`src/rtl/pllprog_pkg.sv`:
```
package pllprog_pkg;
   localparam int unsigned NUM_LOOPS   = 2;
   localparam int unsigned NUM_LATCH   = 2 * NUM_LOOPS;
   localparam int unsigned ROUTE_W     = 2;
   localparam int unsigned REF_MODE_W  = 5;
   localparam int unsigned FB_MODE_W   = 2;

   typedef enum logic [ROUTE_W-1:0] {
      RT_L2_REF = 2'b00,
      RT_L1_REF = 2'b01,
      RT_L2_FB  = 2'b10,
      RT_L1_FB  = 2'b11
   } route_e;
endpackage

```
`src/rtl/pp_line_sync.sv`:
```
module pp_line_sync #(
   parameter int unsigned STAGES = 2,
   parameter bit          RISE   = 1'b0
) (
   input  logic clk_i,
   input  logic rst_ni,
   input  logic d_i,
   output logic q_o
);
   if (STAGES < 2) begin : g_bad_stages
      $error("pp_line_sync: STAGES must be at least 2");
   end

   logic [STAGES-1:0] chain_q;

   always_ff @(posedge clk_i or negedge rst_ni) begin
      if (!rst_ni) chain_q <= '0;
      else         chain_q <= {chain_q[STAGES-2:0], d_i};
   end

   if (RISE) begin : g_rise
      logic prev_q;
      always_ff @(posedge clk_i or negedge rst_ni) begin
         if (!rst_ni) prev_q <= 1'b0;
         else         prev_q <= chain_q[STAGES-1];
      end
      assign q_o = chain_q[STAGES-1] & ~prev_q;

      a_r6_single_pulse: assert property (@(posedge clk_i) disable iff (!rst_ni)
         q_o |=> !q_o);
   end else begin : g_level
      assign q_o = chain_q[STAGES-1];
   end
endmodule

```
`src/rtl/pp_shifter.sv`:
```
module pp_shifter #(
   parameter int unsigned WORD_W = 22
) (
   input  logic              clk_i,
   input  logic              rst_ni,
   input  logic              shift_i,
   input  logic              bit_i,
   output logic [WORD_W-1:0] word_o
);
   if (WORD_W < 3) begin : g_bad_width
      $error("pp_shifter: WORD_W too small");
   end

   always_ff @(posedge clk_i or negedge rst_ni) begin
      if (!rst_ni)      word_o <= '0;
      else if (shift_i) word_o <= {word_o[WORD_W-2:0], bit_i};
   end

   a_r2_msb_first: assert property (@(posedge clk_i) disable iff (!rst_ni)
      shift_i |=> word_o == {$past(word_o[WORD_W-2:0]), $past(bit_i)});

   a_r2_idle_hold: assert property (@(posedge clk_i) disable iff (!rst_ni)
      !shift_i |=> $stable(word_o));
endmodule

```
`src/rtl/pp_latch_bank.sv`:
```
module pp_latch_bank
   import pllprog_pkg::*;
#(
   parameter int unsigned WORD_W = 22,
   localparam int unsigned DATA_W = WORD_W - ROUTE_W
) (
   input  logic                               clk_i,
   input  logic                               rst_ni,
   input  logic                               load_i,
   input  logic [WORD_W-1:0]                  word_i,
   output logic [NUM_LATCH-1:0][DATA_W-1:0]   lat_o,
   output logic [NUM_LATCH-1:0]               strobe_o
);
   route_e            route;
   logic [DATA_W-1:0] payload;

   assign route   = route_e'(word_i[ROUTE_W-1:0]);
   assign payload = word_i[WORD_W-1:ROUTE_W];

   always_ff @(posedge clk_i or negedge rst_ni) begin
      if (!rst_ni) begin
         lat_o    <= '0;
         strobe_o <= '0;
      end else begin
         strobe_o <= load_i ? (NUM_LATCH'(1) << route) : '0;
         if (load_i) lat_o[route] <= payload;
      end
   end

   a_r7_strobe_onehot: assert property (@(posedge clk_i) disable iff (!rst_ni)
      $onehot0(strobe_o));

   a_r7_strobe_per_load: assert property (@(posedge clk_i) disable iff (!rst_ni)
      load_i |=> $countones(strobe_o) == 1);

   a_r6_latch_hold: assert property (@(posedge clk_i) disable iff (!rst_ni)
      !load_i |=> $stable(lat_o));

   for (genvar g = 0; g < NUM_LATCH; g++) begin : g_route_chk
      a_r3_other_latch_kept: assert property (@(posedge clk_i) disable iff (!rst_ni)
         (load_i && route != route_e'(g)) |=> $stable(lat_o[g]));
      a_r3_target_written: assert property (@(posedge clk_i) disable iff (!rst_ni)
         (load_i && route == route_e'(g)) |=> lat_o[g] == $past(payload));
   end
endmodule

```
`src/rtl/synth_prog_port.sv`:
```
module synth_prog_port
   import pllprog_pkg::*;
#(
   parameter int unsigned SYNC_STAGES = 2,
   parameter int unsigned REF_W       = 15,
   parameter int unsigned SWAL_W      = 7,
   parameter int unsigned PROG_W      = 11
) (
   input  logic                          clk_i,
   input  logic                          rst_ni,
   input  logic                          ser_clk_i,
   input  logic                          ser_dat_i,
   input  logic                          ser_le_i,
   output logic [NUM_LOOPS*REF_W-1:0]    ref_div_o,
   output logic [NUM_LOOPS-1:0]          pd_pos_o,
   output logic [NUM_LOOPS-1:0]          pump_hi_o,
   output logic [NUM_LOOPS-1:0]          pump_tri_o,
   output logic [NUM_LOOPS-1:0]          lock_sel_o,
   output logic [NUM_LOOPS-1:0]          fo_sel_o,
   output logic [NUM_LOOPS*SWAL_W-1:0]   swal_o,
   output logic [NUM_LOOPS*PROG_W-1:0]   prog_o,
   output logic [NUM_LOOPS-1:0]          presc_hi_o,
   output logic [NUM_LOOPS-1:0]          pwdn_o,
   output logic [NUM_LATCH-1:0]          wr_strobe_o
);
   localparam int unsigned DATA_W = REF_W + REF_MODE_W;
   localparam int unsigned WORD_W = DATA_W + ROUTE_W;

   if (SWAL_W + PROG_W + FB_MODE_W != DATA_W) begin : g_bad_split
      $error("synth_prog_port: feedback fields do not fill the data word");
   end

   logic sck_rise, dat_lvl, le_rise;
   logic [WORD_W-1:0] word;
   logic [NUM_LATCH-1:0][DATA_W-1:0] lat;

   pp_line_sync #(.STAGES(SYNC_STAGES), .RISE(1'b1)) i_sync_sck (
      .clk_i(clk_i), .rst_ni(rst_ni), .d_i(ser_clk_i), .q_o(sck_rise));
   pp_line_sync #(.STAGES(SYNC_STAGES), .RISE(1'b0)) i_sync_dat (
      .clk_i(clk_i), .rst_ni(rst_ni), .d_i(ser_dat_i), .q_o(dat_lvl));
   pp_line_sync #(.STAGES(SYNC_STAGES), .RISE(1'b1)) i_sync_le (
      .clk_i(clk_i), .rst_ni(rst_ni), .d_i(ser_le_i), .q_o(le_rise));

   pp_shifter #(.WORD_W(WORD_W)) i_shift (
      .clk_i(clk_i), .rst_ni(rst_ni), .shift_i(sck_rise), .bit_i(dat_lvl), .word_o(word));

   pp_latch_bank #(.WORD_W(WORD_W)) i_bank (
      .clk_i(clk_i), .rst_ni(rst_ni), .load_i(le_rise), .word_i(word),
      .lat_o(lat), .strobe_o(wr_strobe_o));

   for (genvar l = 0; l < NUM_LOOPS; l++) begin : g_loop
      logic [DATA_W-1:0] refw, fbw;
      assign refw = lat[l];
      assign fbw  = lat[NUM_LOOPS + l];

      assign ref_div_o[l*REF_W +: REF_W]   = refw[REF_W-1:0];
      assign pd_pos_o[l]                   = refw[REF_W];
      assign pump_hi_o[l]                  = refw[REF_W+1];
      assign pump_tri_o[l]                 = refw[REF_W+2];
      assign lock_sel_o[l]                 = refw[REF_W+3];
      assign fo_sel_o[l]                   = refw[REF_W+4];

      assign swal_o[l*SWAL_W +: SWAL_W]    = fbw[SWAL_W-1:0];
      assign prog_o[l*PROG_W +: PROG_W]    = fbw[SWAL_W +: PROG_W];
      assign presc_hi_o[l]                 = fbw[SWAL_W+PROG_W];
      assign pwdn_o[l]                     = fbw[SWAL_W+PROG_W+1];
   end

   a_r9_load_in_powerdown: assert property (@(posedge clk_i) disable iff (!rst_ni)
      (le_rise && pwdn_o != '0) |=> wr_strobe_o != '0);

   a_r6_fields_steady: assert property (@(posedge clk_i) disable iff (!rst_ni)
      (wr_strobe_o == '0) |-> ($stable(ref_div_o) && $stable(swal_o) && $stable(prog_o)
                               && $stable(pwdn_o) && $stable(presc_hi_o)));
endmodule

```
`config.mk`:
```
export PLATFORM = sky130hd
export DESIGN_NAME = synth_prog_port
export DESIGN_NICKNAME = d
export VERILOG_FILES = /design/src/rtl/pllprog_pkg.sv /design/src/rtl/pp_line_sync.sv /design/src/rtl/pp_shifter.sv /design/src/rtl/pp_latch_bank.sv /design/src/rtl/synth_prog_port.sv
export SDC_FILE = /design/constraint.sdc
export NUM_CORES = 1
export LEC_CHECK = 0
export CAP_MARGIN = 0
export CELL_PAD_IN_SITES_DETAIL_PLACEMENT = 2
export CELL_PAD_IN_SITES_GLOBAL_PLACEMENT = 2
export CORE_UTILIZATION = 39
export CTS_BUF_LIST = sky130_fd_sc_hd__clkbuf_16
export CTS_CLUSTER_DIAMETER = 80
export DETAILED_ROUTE_END_ITERATION = 8
export HOLD_SLACK_MARGIN = 0.02
export PLACE_DENSITY = 0.84
export REMOVE_ABC_BUFFERS = 1
export SLEW_MARGIN = 20
export SYNTH_ARGS = -nofsm -noshare
export SYNTH_HDL_FRONTEND = slang
export SYNTH_HIERARCHICAL = 1
export SYNTH_SLANG_ARGS = --single-unit
```
`constraint.sdc`:
```
create_clock -name clk_i -period 2.8 [get_ports clk_i]
set_input_delay 0.84 -clock clk_i [delete_from_list [all_inputs] [get_ports clk_i]]
set_output_delay 0.84 -clock clk_i [all_outputs]
set_load 0.1 [all_outputs]
```
======== Word-level counts from Yosys, hierarchy flattened ========
Cells that the tools add are included.
W data, S select, Z words.
cells by class
  $lt $le $gt $ge ......................... 2
  shift-type cells ........................ 1
  muxes and demuxes ....................... 4
  bitwise gates (word level) .............. 4
  reductions and logical operators ........ 1
operators by type and width
  operator               number
  $bwmux W80             1
  $demux W20 S2          1
  $mux W20               1
  $mux W4                1
  $shl A1 B2 Y4 const A  1
  $lt A2 B3 Y1 const B   1
  $and A1 B1 Y1          2
  $ge A2 B1 Y1 const B   1
  $not A1 Y1             2
  $logic_and A1 B1 Y1    1
storage, ports and cells
  register bits ........................... 114
  logic and storage cells ................. 23

======== Logic depth before layout (Yosys ltp) ========
Gate-level depths: netlist (run 1).
  word-level depth ........................ 5
  gate-level depth with buffers ........... 4

======== Cells and area by module ========
The synthesis (run 1) kept the hierarchy.
modules (own cells, without submodules)
  module                         instances  cells each  area each (sq um)  seq. area each (sq um)
  pp_latch_bank                  1          179         3,091.7            2,102.0
  pp_shifter                     1          46          820.8              550.5
  pp_line_sync at i_sync_le ...  2          4           88.8               75.1
  pp_line_sync at i_sync_dat     1          2           50.0               50.0

======== Worst setup path before layout (run 1) ========
No wires, ideal clock.
  path kind ............................... register to output
  from .................................... register i_bank/lat_o[19] in the netlist's numbering
  to ...................................... output port fo_sel_o[0]
  data arrival time ....................... 0.895 ns
  setup slack ............................. 1.065 ns
  stages on the path, launching flop included .. 1
  buffers on the path ..................... 0
  cells stage by stage .................... dfrtp_1
RTL lines
  element                          line                   source
  start, declared                  pp_latch_bank.sv:11    output logic [NUM_LATCH-1:0][DATA_W-1:0] lat_o,
  start signal, assigned by index  pp_latch_bank.sv:26    if (load_i) lat_o[route] <= payload;
  end, declared                    synth_prog_port.sv:19  output logic [NUM_LOOPS-1:0] fo_sel_o,
No word-level cell between the ends.

======== Worst setup path after layout (run 1) ========
  from .................................... register i_bank/lat_o[1] in the netlist's numbering
  to ...................................... output port ref_div_o[1]
RTL lines
  element        line                   source
  end, declared  synth_prog_port.sv:14  output logic [NUM_LOOPS*REF_W-1:0] ref_div_o,
No word-level cell between the ends.

==> run summary, run 1 <==
The run finished with clean final reports. The number of instances on the worst hold path is 0. The path class of the tightest hold or removal check is flip-flop to flip-flop. The share of layout cells above drive strength 1 is 65.2%.

The maximum clock insertion buffer count came out at 2. For this run, the slowest stage of the critical path takes 0.38 ns. The count of H-tree levels built during CTS came out at 4. STA classifies the critical path endpoint as an output port. The kind of launch point of the worst setup path is a flip-flop.

The largest net degree at the start of global routing is 61. The maximum frequency from static timing analysis is 0.516 GHz. The path with the worst hold slack has its endpoint at i_sync_le/chain_q[1]. The clock sink total came out at 114.

The number of antenna violations at the first check in global routing is 0. The final count of pins violating max slew came out at 0. The number of enable flip-flop cells after synthesis came out at 0.

Summed over all instances, the cell type with the most area after synthesis is dfrtp_1. TritonCTS created 17 clock buffers. The number of cells after detailed placement came out at 457. Yosys printed 6 warnings.

The count of unique library cells instantiated by Yosys is 10. Together, buffers and inverters on the worst path number 1. Yosys instantiated no cell more often than dfrtp_1. The number of global-route vias before repair was 2,718. Setup repair after global routing left no endpoint under its margin.

The worst-case clock skew came out at 0.00666 ns. The per-cell via count in the routed design is 4.83. The max capacitance violation total is 0. The die covers 11,000 um2. The critical path is of the flip-flop to output port type. Excluding fillers, the count of instances in the completed layout stands at 489. The share of the clock period used by the worst path is 69.2%. The slowest stage of the critical path belongs to the cell dfrtp_1. The I/O pin count is 89. The share of the synthesized area in the top cell type came out at 68.9%.

The instance count of the mapped netlist came out at 235. The mapped netlist covers 4140 um2. Once the clock tree was built, the setup fixing pass inserted 0 buffers. The violation count after the first detailed-route iteration came out at 58.

The initial core utilization is 40.1%. After synthesis, the share of flip-flops with an asynchronous set or reset is 100%. The detail route stage leaves a number of antenna-violating nets equal to 0. The length in cells of the worst reg-to-reg path came out at 4. For this run, the total global-route usage over all layers was measured as 19.4%. In this run the number of cells on the critical path is 1. The instance area after placement came out at 4990 um2. The total of buffers placed on input and output ports came out at 88. The sequential-to-total area share from yosys stat is 68.9%.

The startpoint identified for the worst register-to-register timing path is i_sync_le/g_rise.prev_q. The cell class contributing the biggest share of worst-path delay is flip-flops. The total congestion overflow after global routing came out at 0. The routed length per instance came out at 19.9 um. The endpoint required time on the critical path came out at 1.96 ns. The cell area after layout came out at 5560 um2. Setup violations remaining at the end of the flow were counted as 0. At the pin with the least slew margin, the transition time is 0.698 ns. Along the worst path, the maximum fanout reaches 2.

After synthesis, the cell types taking the most area are dfrtp_1 (69%), mux2_2 (28%), buf_2 (0.73%). Traced cell by cell, the critical path runs through buf_4. The first-pass GRT wire length came out at 15,600 um. The number of remaining DRC errors is 0. The total number of vias came out at 2,362. Routability-driven placement finished with a final weighted congestion of 0.684. The tightest hold path in the finished design has a slack of 0.348 ns. The post-detailed-placement half-perimeter wirelength came out at 5950 um. After synthesis, the mean cell area works out to 17.6 um2. The area inside the core boundary is 10,300 um2. The setup TNS came out at 0 ns. The initialized floorplan defines 37 standard-cell rows. The flop and latch count out of synthesis came out at 114. The net count of the finished layout is 345. The worst register-to-register path ends at i_bank/lat_o[11].

The data arrival time of the critical path is 1.10 ns. In the synthesized netlist the dominant register cell turns out to be dfrtp_1. The launch point of the worst hold path is i_sync_le/chain_q[0]. The max-slew headroom at the worst pin came out at 53.3%. After clock tree synthesis, the repair step resized 0 gates. 0 antenna diodes ended up in the layout. The die is 105 um tall.

The hold buffer count at cts is 0. The horizontal die dimension is 105 um. TritonCTS built the clock tree. In this run the clock root is driven by a clkbuf_16. The source-to-sink clock delay at the later pin of the worst-skew pair is 0.41 ns. By count the netlist is led by dfrtp_1 (114), mux2_2 (102), buf_2 (6), inv_1 (3). The clock-pin transition on the worst setup and hold timing paths came out at 0.06 ns. The total wire length after detailed routing came out at 9720 um. The synthesis-to-finish area growth came out at 34.3%. The number of hold violations in the final report came to 0. The time the final worst path needs with I/O delays and setup is 1.94 ns. The detailed-routing iteration count for the pre-antenna-repair pass came out at 4. The setup slack of the worst register-to-register path is 1.07 ns.
-- cell families after synthesis --
kind of cell           Yosys count  synth area share (%)
DFF                            114                  68.9
and+or+nand+nor                  6                  1.45
buffers and inverters           13                  1.90
muxes                          102                  27.7
-- registers in the layout, summed over array words and instances (netlist names) --
signal / cells
i_bank/lat_o: 80
i_sync_dat/chain_q: 2
i_sync_sck/chain_q: 2
i_sync_sck/g_rise.prev_q: 1
i_shift/word_o: 22
i_sync_le/g_rise.prev_q: 1
i_sync_le/chain_q: 2
i_bank/strobe_o: 4
-- metal layers --
metal	vias up	track usage, %	wire length [um]	share of wire [%]
met5	-	0	0	0
met4	0	7.34	137	1.4
met3	13	7.17	489	5.0
met2	72	32.5	5010	52
met1	1238	22.7	4080	42
li1	1039	-	-	-
-- area by class of cell --
| cell class | instances | area (um2) |
|---|---|---|
| inverter | 3 | 11.3 |
| multi-input combinational | 108 | 1210 |
| timing repair buffer | 96 | 741 |
| sequential | 114 | 2850 |
| fill | 936 | 4760 |
| clock buffer | 17 | 425 |
| tap | 136 | 170 |
| clock inverter | 15 | 144 |
-- worst max path at each step --
stage / end / startpoint
after floorplan: i_bank/lat_o[0] / i_sync_le/g_rise.prev_q
after global placement: i_bank/lat_o[9] / i_sync_le/g_rise.prev_q
after detailed placement: i_bank/lat_o[11] / i_sync_le/g_rise.prev_q
after CTS: fo_sel_o[0] / i_bank/lat_o[19]
after global routing: fo_sel_o[0] / i_bank/lat_o[19]
final: ref_div_o[1] / i_bank/lat_o[1]
-- stage by stage --
step	utilization, %	setup WS (ns)
floorplan	-	0.881
global placement	48.3	1.14
detailed placement	48.3	1.09
CTS	53.8	0.824
global route	53.8	0.809
finish	53.8	0.863
-- placed cells by master, fill, tap and decap left out --
cell type and count:
bufinv_16 2, dfrtp_1 114, clkbuf_16 17, nand3_1 1, clkinv_4 3, nor3b_4 1
mux2_2 102, inv_1 3, nor2b_4 2, buf_12 1, clkdlybuf4s50_1 3, clkinvlp_4 3
buf_4 92, clkinv_2 7, nand3b_1 2
Power of run 1 is left out: the tool's default activity adds up to more than one toggle a clock period on the data nets, which glitch-free logic cannot reach.
==> inputs of run 2 (changes only) <==
- CORE_UTILIZATION: 39 -> 36
- PLACE_DENSITY: 0.84 -> 0.78
- clock period: 2.8 -> 1.8 ns (I/O delays scaled with it)
==> run summary, run 2 (synthesized netlist as in run 1, its figures left out) <==
The register with the most flip-flops in the final layout is i_bank/lat_o. The kind of end point of the critical path is a flip-flop. The routability congestion estimate from global placement is 0.709 (+3.7%).

Setup repair after global routing left no endpoint under its margin. The hold buffer count at cts is 0 (unchanged). The horizontal die dimension came to 109 um (+4.0%).

The area of the die came out at 11,900 um2 (+8.2%). The flow ran to the end, and the final reports show no timing, DRC or antenna violations. The number of flip-flops under the largest register name is 80 (unchanged).

The setup slack of the worst register-to-register path came out at 0.18 ns (-0.89 ns). The data arrival time of the critical path was 1.90 ns (+0.80 ns). The chip height came out at 109 um (+4.0%).

The maximum frequency from static timing analysis came out at 0.617 GHz. The number of standard-cell rows in the floorplan is 38 (+2.7%). The library cell used most frequently in the layout, excluding fill and tap cells, is dfrtp_1. The total number of vias came to 2,447 (+3.6%). The largest registers in the layout are i_bank/lat_o: 80 flops, i_shift/word_o: 22 flops, i_bank/strobe_o: 4 flops. The total of fill cells in the finished design came out at 905 (-3.3%). The startpoint of the most critical register-to-register path is i_sync_le/g_rise.prev_q. The clock root buffer is clkbuf_16. The maximum clock insertion buffer count is 2 (unchanged). The share of the clock period used by the worst path is 90.1%.

In the layout the commonest cells are dfrtp_1 (114), mux2_2 (102), buf_12 (87). The worst register-to-register path ends at i_bank/lat_o[14]. From synthesis to final layout, the design area changed by 62.6%.

The routed length per instance is 24.6 um (+24%). The total CTS buffers is 17 (unchanged). The clock-pin transition on the worst setup and hold timing paths is 0.06 ns (about the same). The post-CTS repair timing setup buffer count came out at 0 (unchanged). The total track usage was 23.0% (+3.6 points). The critical path is of the flip-flop to flip-flop type. The total congestion overflow after global routing came out at 0 (unchanged).

The total wire length after detailed routing is 12,300 um (+26%). The number of remaining DRC errors is 0 (unchanged). The per-cell via count in the routed design is 4.91 (+1.7%).

The violation count after the first detailed-route iteration is 55 (-5.2%). The number of nets in the layout came out at 350 (+1.4%). The initial core utilization was 37.5% (-2.6 points). The detailed-routing iteration count for the pre-antenna-repair pass is 4 (unchanged). The worst path needs 1.62 ns of the cycle, external delays included. The pin slew with the least headroom to its limit came to 0.406 ns (-0.292 ns). The final count of pins violating max slew came out at 0 (unchanged). The number of diodes came out at 0 (unchanged). The number of hold violations in the final report is 0 (unchanged).

TritonCTS built the clock tree. STA classifies the critical path startpoint as a flip-flop. The quantity of gates resized following cts is 0 (unchanged).

The area inside the core boundary is 11,000 um2 (+6.8%). The max-slew headroom at the worst pin was 72.9% (+20 points). The cell area after layout came out at 6730 um2 (+21%). The count of H-tree levels built during CTS is 4 (unchanged).

The first-pass GRT wire length came to 19,000 um (+21%). The clock sink total is 114 (unchanged). The largest net degree at the start of global routing came to 39 (-36%). The length in cells of the worst reg-to-reg path came out at 4 (unchanged). The final antenna-violating net count was 0 (unchanged). The number of setup violations in the final report is 0 (unchanged). The smallest hold slack is 0.0641 ns (-0.284 ns). The post-detailed-placement half-perimeter wirelength came out at 7530 um (+27%). The worst-case clock skew is 0.00915 ns (+0.00249 ns). The endpoint required time on the critical path is 2.08 ns (+0.12 ns). The number of global-route vias before repair was 2,909 (+7.0%). The share of layout cells above drive strength 1 is 64.0% (-1.2 points).

The number of antenna violations at the first check in global routing is 0 (unchanged). The instance area after placement is 6110 um2 (+22%). The capturing element of the worst setup path is i_bank/lat_o[14]. The most critical setup path has its startpoint at i_sync_le/g_rise.prev_q. The max capacitance violation total is 0 (unchanged). The highest net fanout along the worst path came out at 11 (+9). The source-to-sink clock delay at the later pin of the worst-skew pair is 0.40 ns (about the same). The total of buffers placed on input and output ports is 88 (unchanged). The path class of the tightest hold or removal check is input port to async pin. The I/O pin count came out at 89 (unchanged).
## run 2: how the worst min path moves through the flow
stage          slack (ns)               endpoint                   from  cells after the start
6_report             0.06       i_bank/lat_o[43]                 rst_ni                      1
5_1_grt              0.07       i_bank/lat_o[43]                 rst_ni                      1
4_1_cts              0.06       i_bank/lat_o[43]                 rst_ni                      1
3_5_place_dp         0.34   i_sync_le/chain_q[1]   i_sync_le/chain_q[0]                      0
3_3_place_gp         0.33  i_sync_sck/chain_q[1]  i_sync_sck/chain_q[0]                      0
2_1_floorplan        0.24        i_bank/lat_o[0]                 rst_ni                      0
## run 2: stage by stage
stage | utilization (%) | std cells | TNS, ns | setup WS, ns
after floorplan | - | 225 | -2.39 | -0.119
after global placement | 55.4 | 466 | 0 | 0.359
after detailed placement | 55.4 | 466 | 0 | 0.284
after CTS | 61.0 | 498 | 0 | 0.179
after global routing | 61.0 | 498 | 0 | 0.132
final | 61.0 | 498 | 0 | 0.178
## run 2: area by class of cell
class                           instances  area (um2)  share of cell area [%]
Clock buffer                           17         425                    6.32
Clock inverter                         15         198                    2.94
Inverter                                3        11.3                   0.167
Multi-Input combinational cell        108        1210                    18.0
Sequential cell                       114        2850                    42.4
Tap cell                              140         175                    2.60
Timing Repair Buffer                  101        1850                    27.5
## run 2: layer usage
metal / GRT usage, % / vias to the layer above / part of all wire, %
met1: 28.8 / 1313 / 43
met4: 7.33 / 0 / 1.3
met5: 0 / - / 0
li1: - / 1051 / -
met3: 5.02 / 14 / 2.7
met2: 39.6 / 69 / 53
## run 2: critical path: stages, from the launching register on
cell and delay, ns:
dfrtp_1 0.41, nor2b_4 0.18, nor3b_4 0.25, buf_4 0.28, mux2_2 0.37
Power of run 2 is left out for the same reason.
